<file path="src/rtl/tlm_pkg.sv">
package tlm_pkg;

    typedef enum logic [1:0] {
        ST_IDLE = 2'd0,
        ST_FLAG = 2'd1,
        ST_DATA = 2'd2,
        ST_TAIL = 2'd3
    } tlm_state_e;

    localparam logic FLAG_LEVEL = 1'b1;

endpackage

</file>
<file path="src/rtl/tlm_burst_ctrl.sv">
module tlm_burst_ctrl
    import tlm_pkg::*;
#(
    parameter int NUM_WORDS  = 4,
    parameter int WORD_W     = 32,
    parameter int BURST_CLKS = 140
) (
    input  logic       clk,
    input  logic       rst_n,
    input  logic       sync_i,
    output tlm_state_e state_o,
    output logic       load_o,
    output logic       shift_o,
    output logic       busy_o,
    output logic       bit_en_o
);

    localparam int SLOT_CLKS = NUM_WORDS * (WORD_W + 1);
    localparam int TAIL_CLKS = BURST_CLKS - SLOT_CLKS;
    localparam int BIT_CW    = (WORD_W > 1) ? $clog2(WORD_W) : 1;
    localparam int WRD_CW    = (NUM_WORDS > 1) ? $clog2(NUM_WORDS) : 1;
    localparam int TAIL_CW   = (TAIL_CLKS > 1) ? $clog2(TAIL_CLKS) : 1;
    localparam int CHK_CW    = $clog2(BURST_CLKS + 1);

    localparam logic [BIT_CW-1:0]  LAST_BIT  = BIT_CW'(WORD_W - 1);
    localparam logic [WRD_CW-1:0]  LAST_WORD = WRD_CW'(NUM_WORDS - 1);
    localparam logic [TAIL_CW-1:0] LAST_TAIL = TAIL_CW'(TAIL_CLKS - 1);

    tlm_state_e         state_q, state_d;
    logic [BIT_CW-1:0]  bit_cnt_q, bit_cnt_d;
    logic [WRD_CW-1:0]  word_cnt_q, word_cnt_d;
    logic [TAIL_CW-1:0] tail_cnt_q, tail_cnt_d;

    // state register
    always_ff @(posedge clk or negedge rst_n) begin
        if (!rst_n) begin
            state_q    <= ST_IDLE;
            bit_cnt_q  <= '0;
            word_cnt_q <= '0;
            tail_cnt_q <= '0;
        end else begin
            state_q    <= state_d;
            bit_cnt_q  <= bit_cnt_d;
            word_cnt_q <= word_cnt_d;
            tail_cnt_q <= tail_cnt_d;
        end
    end

    // transitions
    always_comb begin
        state_d    = state_q;
        bit_cnt_d  = bit_cnt_q;
        word_cnt_d = word_cnt_q;
        tail_cnt_d = tail_cnt_q;
        unique case (state_q)
            ST_IDLE: begin
                if (sync_i) begin
                    state_d    = ST_FLAG;
                    word_cnt_d = '0;
                end
            end
            ST_FLAG: begin
                state_d   = ST_DATA;
                bit_cnt_d = '0;
            end
            ST_DATA: begin
                if (bit_cnt_q == LAST_BIT) begin
                    bit_cnt_d = '0;
                    if (word_cnt_q == LAST_WORD) begin
                        state_d    = (TAIL_CLKS > 0) ? ST_TAIL : ST_IDLE;
                        tail_cnt_d = '0;
                    end else begin
                        state_d    = ST_FLAG;
                        word_cnt_d = word_cnt_q + 1'b1;
                    end
                end else begin
                    bit_cnt_d = bit_cnt_q + 1'b1;
                end
            end
            ST_TAIL: begin
                if (tail_cnt_q == LAST_TAIL) begin
                    state_d = ST_IDLE;
                end else begin
                    tail_cnt_d = tail_cnt_q + 1'b1;
                end
            end
            default: state_d = ST_IDLE;
        endcase
    end

    // outputs
    always_comb begin
        load_o   = 1'b0;
        shift_o  = 1'b0;
        busy_o   = 1'b1;
        bit_en_o = 1'b0;
        unique case (state_q)
            ST_IDLE: begin
                busy_o = 1'b0;
                load_o = sync_i;
            end
            ST_FLAG: bit_en_o = 1'b1;
            ST_DATA: begin
                bit_en_o = 1'b1;
                shift_o  = 1'b1;
            end
            ST_TAIL: ;
            default: busy_o = 1'b0;
        endcase
    end

    assign state_o = state_q;

    // checker counter for the burst window
    logic [CHK_CW-1:0] chk_busy_q;
    always_ff @(posedge clk or negedge rst_n) begin
        if (!rst_n)      chk_busy_q <= '0;
        else if (busy_o) chk_busy_q <= chk_busy_q + 1'b1;
        else             chk_busy_q <= '0;
    end

    p_burst_len_r5: assert property (@(posedge clk) disable iff (!rst_n)
        $fell(busy_o) |-> (chk_busy_q == CHK_CW'(BURST_CLKS)));

    p_start_flag_r2: assert property (@(posedge clk) disable iff (!rst_n)
        (state_q == ST_IDLE && sync_i) |=> (state_q == ST_FLAG && word_cnt_q == '0));

    p_flag_then_data_r3: assert property (@(posedge clk) disable iff (!rst_n)
        (state_q == ST_FLAG) |=> (state_q == ST_DATA && bit_cnt_q == '0));

    p_no_restart_r9: assert property (@(posedge clk) disable iff (!rst_n)
        (busy_o && sync_i && state_q != ST_DATA) |=> (state_q != ST_FLAG));

    p_tail_quiet_r6: assert property (@(posedge clk) disable iff (!rst_n)
        (state_q == ST_TAIL) |-> (!bit_en_o && !shift_o));

endmodule

</file>
<file path="src/rtl/tlm_shift_buf.sv">
module tlm_shift_buf #(
    parameter int NUM_WORDS = 4,
    parameter int WORD_W    = 32
) (
    input  logic                        clk,
    input  logic                        rst_n,
    input  logic                        load_i,
    input  logic                        shift_i,
    input  logic [NUM_WORDS*WORD_W-1:0] words_i,
    output logic                        head_o
);

    localparam int TOTAL_W = NUM_WORDS * WORD_W;

    logic [TOTAL_W-1:0] buf_flat;

    // one lane per word; each lane takes its fill from the next lane's LSB
    for (genvar w = 0; w < NUM_WORDS; w++) begin : g_lane
        logic [WORD_W-1:0] lane_q;
        logic              fill_bit;

        if (w == NUM_WORDS - 1) begin : g_last
            assign fill_bit = 1'b0;
        end else begin : g_mid
            assign fill_bit = buf_flat[(w+1)*WORD_W];
        end

        always_ff @(posedge clk or negedge rst_n) begin
            if (!rst_n)       lane_q <= '0;
            else if (load_i)  lane_q <= words_i[w*WORD_W +: WORD_W];
            else if (shift_i) lane_q <= {fill_bit, lane_q[WORD_W-1:1]};
        end

        assign buf_flat[w*WORD_W +: WORD_W] = lane_q;
    end

    assign head_o = buf_flat[0];

    p_hold_r8: assert property (@(posedge clk) disable iff (!rst_n)
        (!load_i && !shift_i) |=> $stable(buf_flat));

    p_lsb_first_r4: assert property (@(posedge clk) disable iff (!rst_n)
        (shift_i && !load_i) |=> (buf_flat[TOTAL_W-2:0] == $past(buf_flat[TOTAL_W-1:1])));

endmodule

</file>
<file path="src/rtl/tlm_serializer.sv">
module tlm_serializer
    import tlm_pkg::*;
#(
    parameter int NUM_WORDS  = 4,
    parameter int WORD_W     = 32,
    parameter int BURST_CLKS = 140
) (
    input  logic                        clk,
    input  logic                        rst_n,
    input  logic                        settle_sync,
    input  logic [NUM_WORDS*WORD_W-1:0] word_bus,
    output logic                        ser_data,
    output logic                        bit_clk,
    output logic                        busy
);

    tlm_state_e state;
    logic       load, shift, bit_en, head;

    tlm_burst_ctrl #(
        .NUM_WORDS (NUM_WORDS),
        .WORD_W    (WORD_W),
        .BURST_CLKS(BURST_CLKS)
    ) u_ctrl (
        .clk     (clk),
        .rst_n   (rst_n),
        .sync_i  (settle_sync),
        .state_o (state),
        .load_o  (load),
        .shift_o (shift),
        .busy_o  (busy),
        .bit_en_o(bit_en)
    );

    tlm_shift_buf #(
        .NUM_WORDS(NUM_WORDS),
        .WORD_W   (WORD_W)
    ) u_buf (
        .clk    (clk),
        .rst_n  (rst_n),
        .load_i (load),
        .shift_i(shift),
        .words_i(word_bus),
        .head_o (head)
    );

    always_comb begin
        unique case (state)
            ST_FLAG: ser_data = FLAG_LEVEL;
            ST_DATA: ser_data = head;
            default: ser_data = 1'b0;
        endcase
    end

    // falls with the rising fast-clock edge that moves the data
    assign bit_clk = bit_en & ~clk;

    p_idle_quiet_r1: assert property (@(posedge clk) disable iff (!rst_n)
        !busy |-> (!ser_data && !bit_en));

    p_data_steady_r7: assert property (@(posedge clk) disable iff (!rst_n)
        (!bit_en) |-> !ser_data);

endmodule

</file>
<file path="config.mk">
export PLATFORM = sky130hd
export DESIGN_NAME = tlm_serializer
export DESIGN_NICKNAME = d
export VERILOG_FILES = /design/src/rtl/tlm_pkg.sv /design/src/rtl/tlm_burst_ctrl.sv /design/src/rtl/tlm_shift_buf.sv /design/src/rtl/tlm_serializer.sv
export SDC_FILE = /design/constraint.sdc
export NUM_CORES = 1
export LEC_CHECK = 0
export ABC_AREA = 0
export BUFFER_PORTS_ARGS = -buffer_cell sky130_fd_sc_hd__buf_4
export CAP_MARGIN = 20
export CORE_ASPECT_RATIO = 1.2
export CORE_MARGIN = 1.5
export CORE_UTILIZATION = 25
export CTS_BUF_LIST = sky130_fd_sc_hd__clkbuf_4 sky130_fd_sc_hd__clkbuf_8
export CTS_CLUSTER_DIAMETER = 150
export CTS_CLUSTER_SIZE = 12
export DETAILED_ROUTE_END_ITERATION = 10
export PLACE_DENSITY_LB_ADDON = 0.15
export SYNTH_ARGS = -nofsm -noshare
export SYNTH_HDL_FRONTEND = slang
export SYNTH_SLANG_ARGS = --single-unit
export TNS_END_PERCENT = 10
</file>
<file path="constraint.sdc">
create_clock -name clk -period 1.9 [get_ports clk]
set_clock_uncertainty 0.2 [all_clocks]
set_input_delay 0.095 -clock clk [delete_from_list [all_inputs] [get_ports clk]]
set_output_delay 0.095 -clock clk [all_outputs]
set_load 0.05 [all_outputs]
</file>
* After elaboration in Yosys (flattened, before gate mapping)
Cells that the tools add are included.
** Word-level totals
- Register bits :: 140
- Latch bits :: 0
- RAM bits :: 0
- ROM bits :: 0
- Input bits :: 131
- Output and inout bits :: 3
- Logic and storage cells :: 62
- Memories :: 0
** Cells by class
- Add/subtract/negate cells :: 3
- $mul :: 0
- Div/mod/pow operators :: 0
- Order comparisons :: 0
- Eq/ne operators :: 12
- Shift operators :: 0
- Mux-type cells :: 28
- Bitwise operators :: 2
- Reductions and logical operators :: 9
** Operator list (count)
- 32-bit two-way mux :: 8
- 2-bit two-way mux :: 7
- 5-bit one-hot mux with 2 select lines :: 1
- 3-bit two-way mux :: 3
- 2-bit one-hot mux with 4 select lines :: 1
- 4-bit AND reduction :: 2
- 2-bit nonzero test :: 4
- 2-bit == test (second input constant) :: 3
- 2-bit by 1-bit inequality test with 1-bit output (second input constant) :: 3
- 2-bit inequality test (second input constant) :: 3
- 3-bit one-hot mux with 2 select lines :: 1
- 5-bit by 1-bit adder with 5-bit output (second input constant) :: 1
- 5-bit == test (second input constant) :: 1
- 5-bit two-way mux :: 1
- 1-bit two-way mux :: 4
- 2-bit one-hot mux with 2 select lines :: 1
- 3-bit by 1-bit adder with 3-bit output (second input constant) :: 1
- 3-bit == test (second input constant) :: 1
- 3-bit AND reduction :: 1
- 2-bit by 1-bit adder with 2-bit output (second input constant) :: 1
- 2-bit by 1-bit == test with 1-bit output (second input constant) :: 1
- 2-bit logical NOT :: 1
- 1-bit one-hot mux with 2 select lines :: 1
- 2-bit OR reduction :: 1
- 2 further kinds :: 2

* Logic depth before layout (Yosys ltp)
Gate-level depths: netlist of run 1.
- Word-level depth :: 4
- Gate-level depth with buffers :: 9
- Mapped depth without buffers :: 6

* Cells and area by module
A second synthesis of run 1 with hierarchy kept.
** Unflattened totals
- Cells, all modules :: 632
- Area total of the unflattened synthesis :: 6730.2 sq um
** Modules (own cells, without submodules)
- tlm_shift_buf :: times used 1, cells each 554, area each 5954.5 sq um, sequential area each 3203.1 sq um
- tlm_burst_ctrl :: times used 1, cells each 71, area each 728.2 sq um, sequential area each 300.3 sq um
- tlm_serializer :: times used 1, cells each 7, area each 47.5 sq um, sequential area each 0.0 sq um

==> results of run 1 <==
==> how the worst min path moves through the flow <==
stage,from,end,slack (ns),depth (start not counted)
3_5_place_dp,rst_n,u_buf.g_lane[1].lane_q[20],-0.19,1
6_report,word_bus[118],u_buf.g_lane[3].lane_q[22],0.09,4
4_1_cts,word_bus[126],u_buf.g_lane[3].lane_q[30],0.05,4
5_1_grt,word_bus[118],u_buf.g_lane[3].lane_q[22],0.07,4
2_1_floorplan,rst_n,u_buf.g_lane[0].lane_q[0],-0.40,0
3_3_place_gp,rst_n,u_buf.g_lane[1].lane_q[20],-0.19,1
==> worst min-delay path, delay by kind of cell <==
kind            cells  cell delay (ns)
compound gates      1             0.05
simple gates        1             0.03
buf+inv             2             0.62
==> sequential cells by signal, summed over array words and instances (netlist names) <==
signal	cells
u_buf.g_lane.lane_q	128
u_ctrl.bit_cnt_q	5
u_ctrl.tail_cnt_q	3
u_ctrl.state_o	2
u_ctrl.word_cnt_q	2
==> cells in the final DEF, fill, tap and decap left out, types with 4 or more instances in the layout <==
cell type	n
buf_4	152
dfrtp_1	139
nand2_1	132
dlygate4sd3_1	131
mux2i_1	130
o21ai_0	85
o21ai_1	46
clkbuf_8	23
buf_12	9
inv_1	6
buf_6	6
nand3_1	4
==> cell type report <==
| class | instances | area share |
|---|---|---|
| Sequential cell | 140 | 0.3449 |
| Multi-Input combinational cell | 438 | 0.2880 |
| Timing Repair Buffer | 301 | 0.2764 |
| Tap cell | 335 | 0.04125 |
| Clock buffer | 25 | 0.03300 |
| Clock inverter | 9 | 0.01354 |
| Inverter | 8 | 0.002955 |
==> stage by stage <==
| step | utilization | TNS [ns] |
|---|---|---|
| 2_1_floorplan | - | -0.1805 |
| 3_3_place_gp | 0.3083 | -0.4360 |
| 3_5_place_dp | 0.3083 | -0.7554 |
| 4_1_cts | 0.3837 | -0.2398 |
| 5_1_grt | 0.3869 | -2.691 |
| 6_report | 0.3869 | -0.07956 |
==> cells in the mapped netlist, drive strengths merged (2+ instances only) <==
library cell | instances | share of area
mux2i | 130 | 0.20
inv | 8 | 0.0045
nor2b | 5 | 0.0047
clkbuf | 13 | 0.0073
a21oi | 2 | 0.0015
ha | 9 | 0.017
nor2 | 2 | 0.0011
nand3 | 4 | 0.0030
buf | 31 | 0.038
dfrtp | 140 | 0.53
nand2b | 4 | 0.0038
and3 | 2 | 0.0019
mux2 | 2 | 0.0034
nand2 | 132 | 0.074
o21ai | 131 | 0.099
==> metal layers <==
metal | track usage | vias up | wire length (um)
li1 | - | 2741 | -
met1 | 0.1448 | 2582 | 7524
met2 | 0.2224 | 89 | 8643
met3 | 0.03437 | 18 | 516
met4 | 0.04777 | 0 | 308
met5 | 0 | - | 0
==> power breakdown <==
group | total (W) | switching (W) | internal [W]
logic | 0.000512 | 0.000155 | 0.000358
registers | 0.00298 | 0 | 0.00298
clock network | 0.00293 | 0.00132 | 0.00161
==> logic make-up after synthesis <==
logic type | share of synthesized area
buffers and inverters | 0.05021
DFF | 0.5265
AOI/OAI and AO/OA | 0.1123
and+or+nand+nor | 0.09515
adders and majority gates | 0.01692
muxes | 0.1989
==> timing repair <==
action / CTS / global route
buffers inserted: 6 / 4
gates cloned: 2 / 0
pin swaps: 5 / 4
resized for setup: 22 / 11
setup endpoints to repair: 12 / 53
hold endpoints to repair: 272 / 0
hold buffers: 132 / 0
==> flow_summary.toml, run 1 <==
[pwr]
power_w = 0.006423
vdd_drop_max_uv = 343.0
powerDensity_nw_per_um2 = 632.0
leakagePower_nw = 4.919

[timing]
max-slew-margin-rel = 0.6686
max_freq_ghz = 0.5152
fin_crit_ns = 1.941
post-route-period-util = 1.022
setup_viol = 3
holdWs_ns = 0.09280
tightestPinTransition_ns = 0.4961
setup_slack_ns = -0.04096
rsz0062_at_grt = "yes"
slew_viol_final = 0
hold_violations = 0

[cts]
clkLatencyLatePin_ns = 0.54
cts_tree = "built"
clk_pin_slew_worst_paths_ns = 0.09

[yosys]
synth_edf_count = 0
async_reset_ff_frac = 1.000
netlist_area_um2 = 6654
synth-seq-area-share = 0.5265
ys_warn_count = 0
ys_seq_elements = 140
ys.flop_type = "dfrtp_1"
synth.avg_cell_area_um2 = 10.56
syn_inst = 630
syn_nets = 770
yosys.cell_types.count = 33

[routing]
num_vias = 5430
drc = 0
firstDrtPassIters = 4
drtIter0Drc = 156
routed_wl_um = 16990
drtAntennaViolNets = 0
routedWlPerCell_um = 13.53
vias_per_cell = 4.323

[setup_path]
end_kind = "primary output"
cpPeakStageDelay_ns = 0.40
reg2regPathDepth = 6
slowest_stage = "dfrtp_1"
path_cells = "inv_2, ha_4, buf_16, a21oi_4, nor2b_4, buf_6"
worstPathArrival_ns = 1.65
rrSetupSlack_ns = -0.03
critPathTopFamily = "flip-flops"
crit_path_max_fanout = 3
crit_start = "u_ctrl.state_o[0]"
worst_ep_required_time_ns = 1.60
worst_r2r_startpoint = "u_ctrl.state_o[1]"
path_class = "flop to primary output"
crit_path_start_kind = "flop"
path_buf_inv = 3
r2r_end = "u_ctrl.state_o[0]"
crit_end = "ser_data"
path_depth = 6

[grt]
grt_pass1_wl_um = 27880
track_usage = 0.1261
grt-ovfl-total = 0
grt_max_degree = 66
grt_antenna_before_repair = 0
grt_pass1_vias = 5840

[finish]
multiInputGateArea_um2 = 2927
fin_area_um2 = 10160
syn2layout_area_growth_pct = 52.73
nFillCells = 2584
drive_gt1_frac = 0.2476
layout.nets = 1050
seq_area_um2 = 3505
diodes = 0
final_cell_count_no_fill = 1256

[place]
place_area_um2 = 8099
io_buffers = 133
place_ws_ns = -0.1825
hpwl_um = 10510
routabilityCongestion = 0.7192
place_inst = 1079

[floorplanning]
start_util = 0.2533
die-area_um2 = 27610
die_y_um = 181.7
dieWidth_um = 151.9
core-area_um2 = 26270
fp-row-count = 65
io_pins = 134

[run]
cap_violations = 0

[hold_path]
hold_class = "input pin to flop"

[outcome]
outcome = "complete, but fails checks"
failed_checks = "setup timing"
Power figures use the tool's default switching activity.
==> run 2, diff against run 1 <==
ABC_AREA = 1   (was 0)
SETUP_SLACK_MARGIN = 0.3   (was not set)
==> run 2 against run 1 <==
Net effect:
- cell count is 14% higher
- the run still ends with setup timing left
- final area is 30% higher
- core utilization is 13 points higher
- power grew to 3.2 times the previous value
- clock-buffer cell count stayed put
- combinational power grew to 22 times the previous value
- worst setup slack worse by 0.12 ns
- first-iteration DRC count is 49% higher
- maximum frequency is 5.7% lower
- sequential share of layout area is 7.9 points lower
- synthesized area is 2.4% lower
==> flow_summary.toml, run 2 <==
[hold_path]
hold_class = "input pin to flop"
min_path_cells = 4

[run]
cap_violations = 0

[yosys]
yosysMostFrequentCell = "a21oi_1"
synth_edf_count = 0
ys_warn_count = 0
async_reset_ff_frac = 1.000
synth_area_leaders = "dfrtp_1 54%, a21oi_1 19%, nand2_1 9.4%"
netlist_area_um2 = 6495
synth_top_area_frac = 0.5394
ys_seq_elements = 140
yosys.cell_types.count = 16
synth_top_area_cell = "dfrtp_1"
ys.flop_type = "dfrtp_1"
synth.avg_cell_area_um2 = 8.149
syn_inst = 797
syn_nets = 937
ys_top_cells_by_count = "245 x a21oi_1, 162 x nand2_1, 140 x dfrtp_1"
synth-seq-area-share = 0.5394

[place]
hpwl_um = 11460
routabilityCongestion = 0.6974
io_buffers = 133

[floorplanning]
io_pins = 134
dieWidth_um = 150.1
core-area_um2 = 25540
start_util = 0.2543
die_y_um = 179.6
die-area_um2 = 26960
fp-row-count = 64

[setup_path]
crit_path_max_fanout = 4
reg2regPathDepth = 7
cpPeakStageDelay_ns = 0.42
path_class = "flop to primary output"
worst_ep_required_time_ns = 1.60
slowest_stage = "dfrtp_2"
end_kind = "primary output"
path_cells = "inv_2, ha_4, clkinvlp_4, nor2_4, buf_6"
worstPathArrival_ns = 1.76
crit_path_start_kind = "flop"

[cts]
cts_tree = "built"
clk_pin_slew_worst_paths_ns = 0.09
clkLatencyLatePin_ns = 0.56

[pwr]
clkPwrFrac = 0.138
p_int_w = 0.01165
switching_share = 0.4290
vdd_drop_max_uv = 800.1
power_w = 0.02040
pwr-share-seq = 0.296
powerDensity_nw_per_um2 = 1548
p_sw_w = 0.008752
p_comb_frac = 0.565
leakagePower_nw = 5.397

[finish]
final_cell_mix = "196 x a21oi_2, 144 x buf_4, 139 x dfrtp_1"
regMostFlops = "u_buf.g_lane.lane_q"
final_common_cell = "a21oi_2"
syn2layout_area_growth_pct = 102.9
drive_gt1_frac = 0.6002
largest_register_ffs = 128
nFillCells = 2307
seq_area_um2 = 3505
reg_top3 = "u_buf.g_lane.lane_q (128), u_ctrl.bit_cnt_q (5), u_ctrl.tail_cnt_q (3)"
diodes = 0
layout.nets = 1236
multiInputGateArea_um2 = 5000

[outcome]
failed_checks = "setup timing"
outcome = "complete, but fails checks"

[timing]
max-slew-margin-rel = 0.7318
fin_setup_tns_ns = -0.3127
hold_violations = 0
holdWs_ns = 0.07683
post-route-period-util = 1.084
tightestPinTransition_ns = 0.4023
slew_viol_final = 0
rsz0062_at_grt = "yes"
max_freq_ghz = 0.4856
setup_viol = 3
fin_crit_ns = 2.059
setup_slack_ns = -0.1592

[grt]
track_usage = 0.1719
grt-ovfl-total = 0
grt_antenna_before_repair = 0
globalRouteMet1Util = 0.2224
grt.busiest_layer = "met2"
grtUsageMet3 = 0.04112
grt_pass1_vias = 6789
grt_max_degree = 71
grt_pass1_wl_um = 35620
met2_usage = 0.2818

[routing]
vias_per_cell = 4.738
drtIter0Drc = 232
drtAntennaViolNets = 0
drc = 0
routedWlPerCell_um = 17.58
num_vias = 6813
routed_wl_um = 25270
firstDrtPassIters = 4
[run 2: changes by cell type after synthesis, moves of 7 or more]
cell / change
inv_1: +7
mux2i_1: -130
o21ai_0: -79
nand3_1: +23
buf_2: +17
a21oi_1: +243
o21ai_1: -46
nand2_1: +30
nor2_1: +131
buf_6: -11
[run 2: power groups by stage]
stage | logic [W] | registers (W) | clock network, W
CTS | 0.00816 | 0.00553 | 0.00289
global placement | 0.00531 | 0.00532 | 0.000124
global route | 0.0124 | 0.00623 | 0.00304
finish | 0.0115 | 0.00604 | 0.00282
floorplan | 0.00398 | 0.00512 | 0.0000947
detailed placement | 0.00540 | 0.00532 | 0.000124
[run 2: path summary, 6_finish.rpt]
kind                                      start                         end  slack (ns)
max                           u_ctrl.state_o[1]                     bit_clk       -0.16
min                               word_bus[127]  u_buf.g_lane[3].lane_q[31]        0.08
max reg2reg                   u_ctrl.state_o[1]  u_buf.g_lane[0].lane_q[29]        0.07
min reg2reg                u_ctrl.word_cnt_q[1]        u_ctrl.word_cnt_q[1]        0.29
max in group asynchronous                 rst_n  u_buf.g_lane[3].lane_q[11]        0.72
min in group asynchronous                 rst_n         u_ctrl.bit_cnt_q[2]        0.44
[run 2: through the flow]
stage / instance area, um^2 / util / setup WS [ns] / std cells
finish: 13180 / 0.5160 / -0.1592 / 1438
global route: 13180 / 0.5160 / -0.2628 / 1438
CTS: 10970 / 0.4293 / -0.1826 / 1415
detailed placement: 7964 / 0.3118 / 0.04644 / 1226
global placement: 7964 / 0.3118 / 0.04889 / 1226
floorplan: 6526 / - / 0.2137 / 797
[run 2: cell type report]
type                       count  share of cell area
clock buffer                  25             0.02506
inverter                      16            0.009018
multi-input combinational    584              0.3793
clock inverter                10            0.008924
timing repair buffer         332              0.2792
tap                          330             0.03133
sequential                   140              0.2659
timing repair inverter         1            0.001234
[run 2: repair_timing]
item                       in CTS  in global routing
setup endpoints to repair     144                142
pin swaps                     186                248
hold buffers                  132                  0
hold endpoints to repair      272                  0
gates cloned                   13                 11
setup buffers                  10                 12
resized for setup             224                441
[run 2: critical path: cells and delay by family, from the launching register on]
family,cells,cell delay [ns]
AND/OR/NAND/NOR,1,0.13
flip-flops,1,0.42
buffers and inverters,3,0.37
adder cells (fa/ha/maj),1,0.29
[run 2: cells by family after synthesis]
family | share of synthesized area
AND/OR/NAND/NOR | 0.1934
AO/OA/AOI/OAI | 0.1934
flip-flops | 0.5394
buffers and inverters | 0.05644
adder cells (fa/ha/maj) | 0.01734
[run 2: per-layer routing]
layer / share of wire / up-vias
li1: - / 3252
met1: 0.45 / 3421
met2: 0.51 / 118
met3: 0.028 / 22
met4: 0.012 / 0
met5: 0 / -
